<file path="src/rtl/mphy_poll_pkg.sv">
package mphy_poll_pkg;

    localparam int PHY_AW = 5;

    typedef enum logic {
        CFG_XLAT  = 1'b0,
        CFG_RANGE = 1'b1
    } cfg_sel_e;

    typedef struct packed {
        logic [PHY_AW-1:0] lp;
        logic [PHY_AW-1:0] addr;
    } slot_state_t;

    function automatic int unsigned clamp_last(input int unsigned r, input int unsigned top);
        return (r > top) ? top : r;
    endfunction

    function automatic int unsigned next_slot(input int unsigned cur, input int unsigned last);
        return (cur >= last) ? 0 : cur + 1;
    endfunction

endpackage

</file>
<file path="src/rtl/poll_xlat_table.sv">
module poll_xlat_table #(
    parameter int AW    = mphy_poll_pkg::PHY_AW,
    parameter int N_ENT = (1 << AW) - 1
) (
    input  logic          clk,
    input  logic          rst,
    input  logic          wr_en,
    input  logic [AW-1:0] wr_idx,
    input  logic [AW-1:0] wr_data,
    input  logic [AW-1:0] rd_idx,
    output logic [AW-1:0] rd_data
);

    logic [AW-1:0] ent_q [N_ENT];

    for (genvar e = 0; e < N_ENT; e++) begin : g_ent
        always_ff @(posedge clk) begin
            if (rst) begin
                ent_q[e] <= AW'(e);
            end else if (wr_en && (wr_idx == AW'(e))) begin
                ent_q[e] <= wr_data;
            end
        end
    end

    always_comb begin
        rd_data = '0;
        for (int k = 0; k < N_ENT; k++) begin
            if (rd_idx == AW'(k)) begin
                rd_data = ent_q[k];
            end
        end
    end

endmodule

</file>
<file path="src/rtl/poll_range_reg.sv">
module poll_range_reg #(
    parameter int AW    = mphy_poll_pkg::PHY_AW,
    parameter int N_ENT = (1 << AW) - 1
) (
    input  logic          clk,
    input  logic          rst,
    input  logic          wr_en,
    input  logic [AW-1:0] wr_data,
    output logic [AW-1:0] last_eff
);

    localparam int unsigned LAST_MAX = N_ENT - 1;

    logic [AW-1:0] last_q;

    always_ff @(posedge clk) begin
        if (rst) begin
            last_q <= AW'(LAST_MAX);
        end else if (wr_en) begin
            last_q <= wr_data;
        end
    end

    assign last_eff = AW'(mphy_poll_pkg::clamp_last(int'(last_q), LAST_MAX));

endmodule

</file>
<file path="src/rtl/poll_slot_ctrl.sv">
module poll_slot_ctrl #(
    parameter int AW = mphy_poll_pkg::PHY_AW
) (
    input  logic          clk,
    input  logic          rst,
    input  logic          poll_en,
    input  logic          poll_step,
    input  logic [AW-1:0] last_eff,
    input  logic [AW-1:0] tbl_data,
    output logic [AW-1:0] tbl_idx,
    output logic [AW-1:0] slot_idx,
    output logic [AW-1:0] phy_addr
);
    import mphy_poll_pkg::*;

    localparam logic [AW-1:0] NULL_ADDR = '1;

    slot_state_t st_q, st_d;
    logic [AW-1:0] nxt_lp;

    assign nxt_lp  = AW'(next_slot(int'(st_q.lp), int'(last_eff)));
    assign tbl_idx = poll_en ? nxt_lp : '0;

    always_comb begin
        st_d = st_q;
        if (!poll_en) begin
            st_d.lp   = '0;
            st_d.addr = tbl_data;
        end else if (poll_step) begin
            st_d.lp   = nxt_lp;
            st_d.addr = tbl_data;
        end
    end

    always_ff @(posedge clk) begin
        if (rst) begin
            st_q <= '0;
        end else begin
            st_q <= st_d;
        end
    end

    assign slot_idx = st_q.lp;
    assign phy_addr = poll_en ? st_q.addr : NULL_ADDR;

endmodule

</file>
<file path="src/rtl/mphy_poll_seq.sv">
module mphy_poll_seq (
    input  logic       clk,
    input  logic       rst,
    input  logic       cfg_wr_en,
    input  logic       cfg_wr_sel,
    input  logic [4:0] cfg_wr_idx,
    input  logic [4:0] cfg_wr_data,
    input  logic       poll_en,
    input  logic       poll_step,
    output logic [4:0] slot_idx,
    output logic [4:0] phy_addr
);
    import mphy_poll_pkg::*;

    localparam int AW    = PHY_AW;
    localparam int N_ENT = (1 << AW) - 1;

    cfg_sel_e      sel;
    logic          wr_tbl, wr_rng;
    logic [AW-1:0] last_eff;
    logic [AW-1:0] tbl_idx, tbl_data;

    assign sel    = cfg_sel_e'(cfg_wr_sel);
    assign wr_tbl = cfg_wr_en && (sel == CFG_XLAT);
    assign wr_rng = cfg_wr_en && (sel == CFG_RANGE);

    poll_xlat_table #(.AW(AW), .N_ENT(N_ENT)) u_tbl (
        .clk     (clk),
        .rst     (rst),
        .wr_en   (wr_tbl),
        .wr_idx  (cfg_wr_idx),
        .wr_data (cfg_wr_data),
        .rd_idx  (tbl_idx),
        .rd_data (tbl_data)
    );

    poll_range_reg #(.AW(AW), .N_ENT(N_ENT)) u_rng (
        .clk      (clk),
        .rst      (rst),
        .wr_en    (wr_rng),
        .wr_data  (cfg_wr_data),
        .last_eff (last_eff)
    );

    poll_slot_ctrl #(.AW(AW)) u_ctrl (
        .clk       (clk),
        .rst       (rst),
        .poll_en   (poll_en),
        .poll_step (poll_step),
        .last_eff  (last_eff),
        .tbl_data  (tbl_data),
        .tbl_idx   (tbl_idx),
        .slot_idx  (slot_idx),
        .phy_addr  (phy_addr)
    );

endmodule

</file>
<file path="config.mk">
export PLATFORM = sky130hd
export DESIGN_NAME = mphy_poll_seq
export DESIGN_NICKNAME = d
export VERILOG_FILES = /design/src/rtl/mphy_poll_pkg.sv /design/src/rtl/poll_xlat_table.sv /design/src/rtl/poll_range_reg.sv /design/src/rtl/poll_slot_ctrl.sv /design/src/rtl/mphy_poll_seq.sv
export SDC_FILE = /design/constraint.sdc
export NUM_CORES = 1
export LEC_CHECK = 0
export CAP_MARGIN = 20
export CORE_ASPECT_RATIO = 0.9
export CORE_MARGIN = 4
export CORE_UTILIZATION = 35
export CTS_BUF_LIST = sky130_fd_sc_hd__clkbuf_4
export CTS_CLUSTER_DIAMETER = 120
export DETAILED_ROUTE_END_ITERATION = 8
export DONT_BUFFER_PORTS = 1
export PLACE_DENSITY_LB_ADDON = 0.2
export SLEW_MARGIN = 20
export SYNTH_ARGS = -nofsm -noshare
export SYNTH_HDL_FRONTEND = slang
export SYNTH_HIERARCHICAL = 1
export SYNTH_SLANG_ARGS = --single-unit
export TNS_END_PERCENT = 100
</file>
<file path="constraint.sdc">
create_clock -name clk -period 3 [get_ports clk]
set_clock_uncertainty 0.1 [all_clocks]
set_input_delay 0.75 -clock clk [delete_from_list [all_inputs] [get_ports clk]]
set_output_delay 0.75 -clock clk [all_outputs]
set_load 0.01 [all_outputs]
</file>
After elaboration in Yosys (flattened, before gate mapping)
Memories as Yosys holds them, arrays and structs flattened.
Index checks and enable logic that the tools add are counted.
W data, S select, Z words.

storage, ports and cells
  logic and storage cells = 300
  input bits = 16
  bits in writable memories = 155
  register bits = 15
  output and inout port bits = 10
  memories kept = 1

operators by class
  $add $sub $neg = 1
  eq/ne operators = 61
  $lt $le $gt $ge = 2
  mux-type cells = 163
  bitwise operators = 33
  reductions and logical operators = 36

memories
  name         depth  width  read ports  clocked after memory_dff  write ports  line                   source
  u_tbl.ent_q  31     5      31          0                         31           poll_xlat_table.sv:14  logic [AW-1:0] ent_q [N_ENT];

operator list
  cell                   number
  $mux W5                68
  $eq A5 B5 Y1 const B   30
  $mux W1                95
  $eq A5 B4 Y1 const B   16
  $eq A5 B3 Y1 const B   8
  $logic_and A1 B1 Y1    33
  $or A1 B1 Y1           31
  $eq A5 B2 Y1 const B   4
  $eq A5 B1 Y1 const B   2
  $logic_not A5 Y1       2
  $add A5 B1 Y5 const B  1
  $ge A5 B5 Y1           1
  $gt A5 B5 Y1 const B   1
  $ne A2 B1 Y1 const B   1
  $not A1 Y1             2
  $reduce_or A2 Y1       1

Depth between registers and ports, before layout
  depth after elaboration = 39
  mapped depth = 19
  depth with buffers taken out = 16

By module
The synthesis kept the hierarchy.

modules (own cells, without submodules)
  module           area each (um^2)  instances  cells an instance  sequential area each (um^2)
  poll_xlat_table  8254.2            1          752                4654.5
  poll_slot_ctrl   709.4             1          88                 200.2
  poll_range_reg   212.7             1          22                 100.1
  mphy_poll_seq    16.3              1          2                  0.0

Worst setup path after synthesis
No wires, ideal clock.

  kind = register to register
  start = register u_rng.last_q[3]
  end = register u_ctrl/st_q[3] (netlist bit)
  clock period less this slack = 2.953 ns
  stages on the path, launching flop included = 17
  setup slack = 0.047 ns
  arrival = 2.789 ns
  path buffers = 2
  cells stage by stage = dfxtp_1 -> a41oi_1 -> ha_1 -> nor2b_1 -> o21ai_0 -> a21oi_1 -> o21ai_2 -> o21ba_1 -> buf_6 -> and3b_1 -> buf_6 -> a222oi_1 -> o31ai_1 -> a22o_1 -> a31oi_1 -> mux2i_1 -> nor2_1

between the ends
  cells in the longest elaborated chain, start to end = 39
  elaborated cells between the ends (all ways) = 69

RTL lines
  what                    line                   source
  from (decl)             poll_range_reg.sv:14   logic [AW-1:0] last_q;
  from (signal assigned)  poll_range_reg.sv:18   last_q <= AW'(LAST_MAX);
  from (signal assigned)  poll_range_reg.sv:20   last_q <= wr_data;
  $gt A5 B5 Y1 *          mphy_poll_pkg.sv:16    return (r > top) ? top : r;
  $mux W5 *               mphy_poll_pkg.sv:16
  net last_eff[0]         mphy_poll_seq.sv:20    logic [AW-1:0] last_eff;
  $ge A5 B5 Y1 *          mphy_poll_pkg.sv:20    return (cur >= last) ? 0 : cur + 1;
  $mux W5 *               mphy_poll_pkg.sv:20
  $mux W5 *               poll_slot_ctrl.sv:22   assign tbl_idx = poll_en ? nxt_lp : '0;
  net tbl_idx[2]          mphy_poll_seq.sv:21    logic [AW-1:0] tbl_idx, tbl_data;
  $logic_not A5 Y1        poll_xlat_table.sv:29  if (rd_idx == AW'(k)) begin
  $mux W5 (30 in a row)   poll_xlat_table.sv:29
  $mux W5 *               poll_xlat_table.sv:29
  net tbl_data[3]         mphy_poll_seq.sv:21
  $mux W5                 poll_slot_ctrl.sv:29   end else if (poll_step) begin
  $mux W5 *               poll_slot_ctrl.sv:26   if (!poll_en) begin
  to (signal assigned)    poll_slot_ctrl.sv:39   st_q <= st_d;
  to (decl)               poll_slot_ctrl.sv:18   slot_state_t st_q, st_d;

Mark *: on every way through the listed nets, which the timed path passes. The rest lies on a longest branch. The select of a mux whose other input is x is not followed.
A chain may end at the register's enable or synchronous reset.

Final worst setup path
  start = register u_rng.last_q[0]
  end = register u_ctrl/st_q[0] (netlist bit)

between the ends
  cells in the longest elaborated chain, start to end = 39
  elaborated cells between the ends (all ways) = 69

RTL lines
  what                   line
  $gt A5 B5 Y1           mphy_poll_pkg.sv:16
  $mux W5 *              mphy_poll_pkg.sv:16
  net last_eff[0]        mphy_poll_seq.sv:20
  $ge A5 B5 Y1 *         mphy_poll_pkg.sv:20
  $mux W5 *              mphy_poll_pkg.sv:20
  $mux W5 *              poll_slot_ctrl.sv:22
  net tbl_idx[2]         mphy_poll_seq.sv:21
  $logic_not A5 Y1       poll_xlat_table.sv:29
  $mux W5 (30 in a row)  poll_xlat_table.sv:29
  $mux W5 *              poll_xlat_table.sv:29
  net tbl_data[0]        mphy_poll_seq.sv:21
  $mux W5                poll_slot_ctrl.sv:29
  $mux W5 *              poll_slot_ctrl.sv:26

Marked as above.

==> out/results.ini <==
[sta]
fin_crit_sh = 1.15
fin_ws_ns = -0.459
period_needed_ns = 3.46
tightest_slew_ns = 0.741
finalSetupViolCount = 5
hold_viol_final = 0
rsz0062_at_grt = yes
slew_headroom = 0.505
maxClockFrequency_mhz = 289
report.final.slew_viol_count = 0

[critical_path]
cp_max_fo = 7
cpMaxStageDelayCell = or4b_4
crit_path_cell_trace = inv_2 > a41oi_2 > ha_1 > nor2b_2 > o21ai_2 > a21oi_2 > o21ai_2 > buf_4 > o21ba_4 > buf_6 > or4b_4 > o21ai_2 > or3_4 > a211oi_2 > o211ai_1 > a21oi_2 > mux2i_1 > nor2_1
cp_common_cell = o21ai_2
rr_startpoint = u_rng/last_q[0]
crit_type = flop to flop
worstReg2RegEnd = u_ctrl/st_q[0]
reg2reg_slack_ns = -0.46
reg2reg_depth = 18
worstPathRequired_ns = 3.38
cp-start-kind = flop
critPathBufInv = 3
worst-path-stages = 18
cp-end-kind = flop
max_stage_delay_ns = 0.47
critical_path.top_delay_family = compound AO/OA/AOI/OAI gates
arrival_ns = 3.84

[floorplan]
die_y_um = 162
core_area_mm2 = 0.0255
io_pins = 26
die_area_mm2 = 0.0289
dieWidth_um = 179
rows = 55
initial_utilization = 0.360

[cells_and_area]
syn_to_final_growth_pct = 19.8
fin_util = 0.431
fillers = 2466
drive_gt1_frac = 0.284
multi_input_area_mm2 = 0.00404
final_cell_mix = edfxtp_1, buf_4, nor2_1, nand2_1, and2_1
regArea_mm2 = 0.00496
final_common_cell = edfxtp_1
nets = 975

[pwr]
p_leak_nw = 3.94
power.total_w = 0.00467
power_density_mw_per_mm2 = 424
ir_worst_vdd_uv = 226

[yosys]
synth.top_cell.area_share = 0.506
syn_nets = 886
synth_cell_types = 79
ys_seq_area_frac = 0.539
synth_edf_count = 155
syn_area_mm2 = 0.00919
yosysWarnings = 6
synth_largest_area_cell = edfxtp_1
synth_area_leaders = edfxtp_1, dfxtp_1, and2_1
ys_ff_latch = 170
syn_area_per_cell_um2 = 10.6
synth_flop_cell = edfxtp_1
synthArstFlopShare = 0
synth_cells = 864

[clock_network]
clk_latency_ns = 0.58
root_buffer = clkbuf_4
cts_buffer_depth = 2
htree_levels = 4
cts_tree = yes
cts.sinks = 170
numCtsBuffers = 17
path_clk_slew_ns = 0.16

[placement]
dp_hpwl_um = 22300
io_buffers = 0
dp_slack_ns = -0.733
place_congestion = 0.949

[routing]
vias_per_cell = 5.69
wl_um = 31500
drtIter0Drc = 824
postRouteAntennaNets = 0
drc = 0
firstDrtPassIters = 6
vias = 7453
drt-wirelength-per-cell_um = 24.0

[run_status]
violations = negative setup slack
run_status = finished, violations left

[global_route]
grt_pass1_wl_um = 46600
grtUsageTotal = 0.216
antenna_found_initial = 2
grt_max_degree = 54
gr-total-overflow = 0
first_global_vias = 7182

[hold_path]
holdCritPathClass = primary input to flop
holdPathStages = 1
hp-start = poll_step
min_to = u_ctrl/slot_idx[0]

[flow_run]
maxCapViolations = 0

-- cell usage after synthesis (5+ instances only) --
cell type	number
mux2i_1	23
a21oi_1	29
nand3_1	28
clkbuf_1	34
a22oi_1	5
ha_1	6
nor2b_1	18
o22ai_1	10
nand2_1	57
inv_1	20
o21ai_0	36
buf_4	11
a211o_1	6
nand3b_1	5
buf_6	8
a211oi_1	9
and3_1	6
a31oi_1	8
o21bai_1	15
nand2b_1	29
edfxtp_1	155
o211ai_1	5
o21ai_1	5
nor4_1	7
a21o_1	18
mux2_2	7
and2_1	45
buf_2	20
o31ai_1	6
dfxtp_1	15
or3_1	39
nor3_1	40
nor2_1	67
-- per-layer routing --
metal | share of wire | global-route usage
met1 | 0.46 | 0.326
met2 | 0.44 | 0.325
met3 | 0.078 | 0.0386
met4 | 0.019 | 0.0450
met5 | 0 | 0
-- cell type report --
| cell class | instances | share of cell area |
|---|---|---|
| Antenna cell | 1 | 0.000227 |
| Clock buffer | 18 | 0.0123 |
| Clock inverter | 14 | 0.0125 |
| Inverter | 22 | 0.00750 |
| Multi-Input combinational cell | 597 | 0.367 |
| Sequential cell | 170 | 0.450 |
| Tap cell | 342 | 0.0389 |
| Timing Repair Buffer | 145 | 0.111 |
-- registers in the layout, indices dropped and copies added (netlist names) --
register,cells
u_tbl/ent_q,155
u_ctrl/slot_idx,5
u_ctrl/st_q,5
u_rng/last_q,5
-- worst reg2reg max path, stage by stage (launching register included) --
cell      delay [ns]
dfxtp_2         0.37
inv_2           0.04
a41oi_2         0.14
ha_1            0.26
nor2b_2         0.15
o21ai_2         0.09
a21oi_2         0.19
o21ai_2         0.09
buf_4           0.14
o21ba_4         0.29
buf_6           0.15
or4b_4          0.47
o21ai_2         0.08
or3_4           0.15
a211oi_2        0.06
o211ai_1        0.31
a21oi_2         0.11
mux2i_1         0.15
nor2_1          0.05
-- cells by family (layout without fill, tap and decap cells) --
family / count (synthesis) / after routing / synth area share
other: 0 / 1 / 0
multiplexers: 34 / 34 / 0.0438
XOR/XNOR: 2 / 2 / 0.00191
AND/OR/NAND/NOR: 367 / 367 / 0.215
flip-flops: 170 / 170 / 0.539
adder cells (fa/ha/maj): 6 / 6 / 0.00817
AO/OA/AOI/OAI: 188 / 188 / 0.138
buffers and inverters: 97 / 199 / 0.0534
-- through the flow --
step	std cells	hold slack (ns)	instance area (um^2)	TNS, ns
2_1_floorplan	864	0.351	9190	0
3_3_place_gp	1259	0.404	10300	-2.22
3_5_place_dp	1259	0.400	10300	-2.58
4_1_cts	1298	0.0871	10800	-1.84
5_1_grt	1309	0.0942	11000	-2.62
6_report	1309	0.151	11000	-1.82
-- how the worst max path moves through the flow --
stage | startpoint | slack [ns] | to
after floorplan | u_rng/last_q[3] | 0.05 | u_ctrl/st_q[3]
after CTS | u_rng/last_q[0] | -0.51 | u_ctrl/st_q[0]
final | u_rng/last_q[0] | -0.46 | u_ctrl/st_q[0]
after detailed placement | u_rng/last_q[2] | -0.73 | u_ctrl/st_q[0]
after global placement | u_rng/last_q[0] | -0.68 | u_ctrl/st_q[0]
after global routing | u_rng/last_q[0] | -0.58 | u_ctrl/st_q[0]
-- repair_timing --
| item | CTS | global route |
|---|---|---|
| hold buffers | 0 | 0 |
| buffers inserted | 7 | 9 |
| endpoints found under the hold margin | 0 | 0 |
| resized for setup | 76 | 25 |
| pin swaps | 25 | 18 |
| endpoints found under the setup margin | 5 | 5 |
| cloned | 1 | 1 |
-- where the power goes --
part | internal, W | switching [W] | total, W
logic | 0.000227 | 0.000321 | 0.000548
registers | 0.00270 | 0.0000742 | 0.00278
clock network | 0.000439 | 0.000899 | 0.00134
Power figures use the tool's default switching activity.
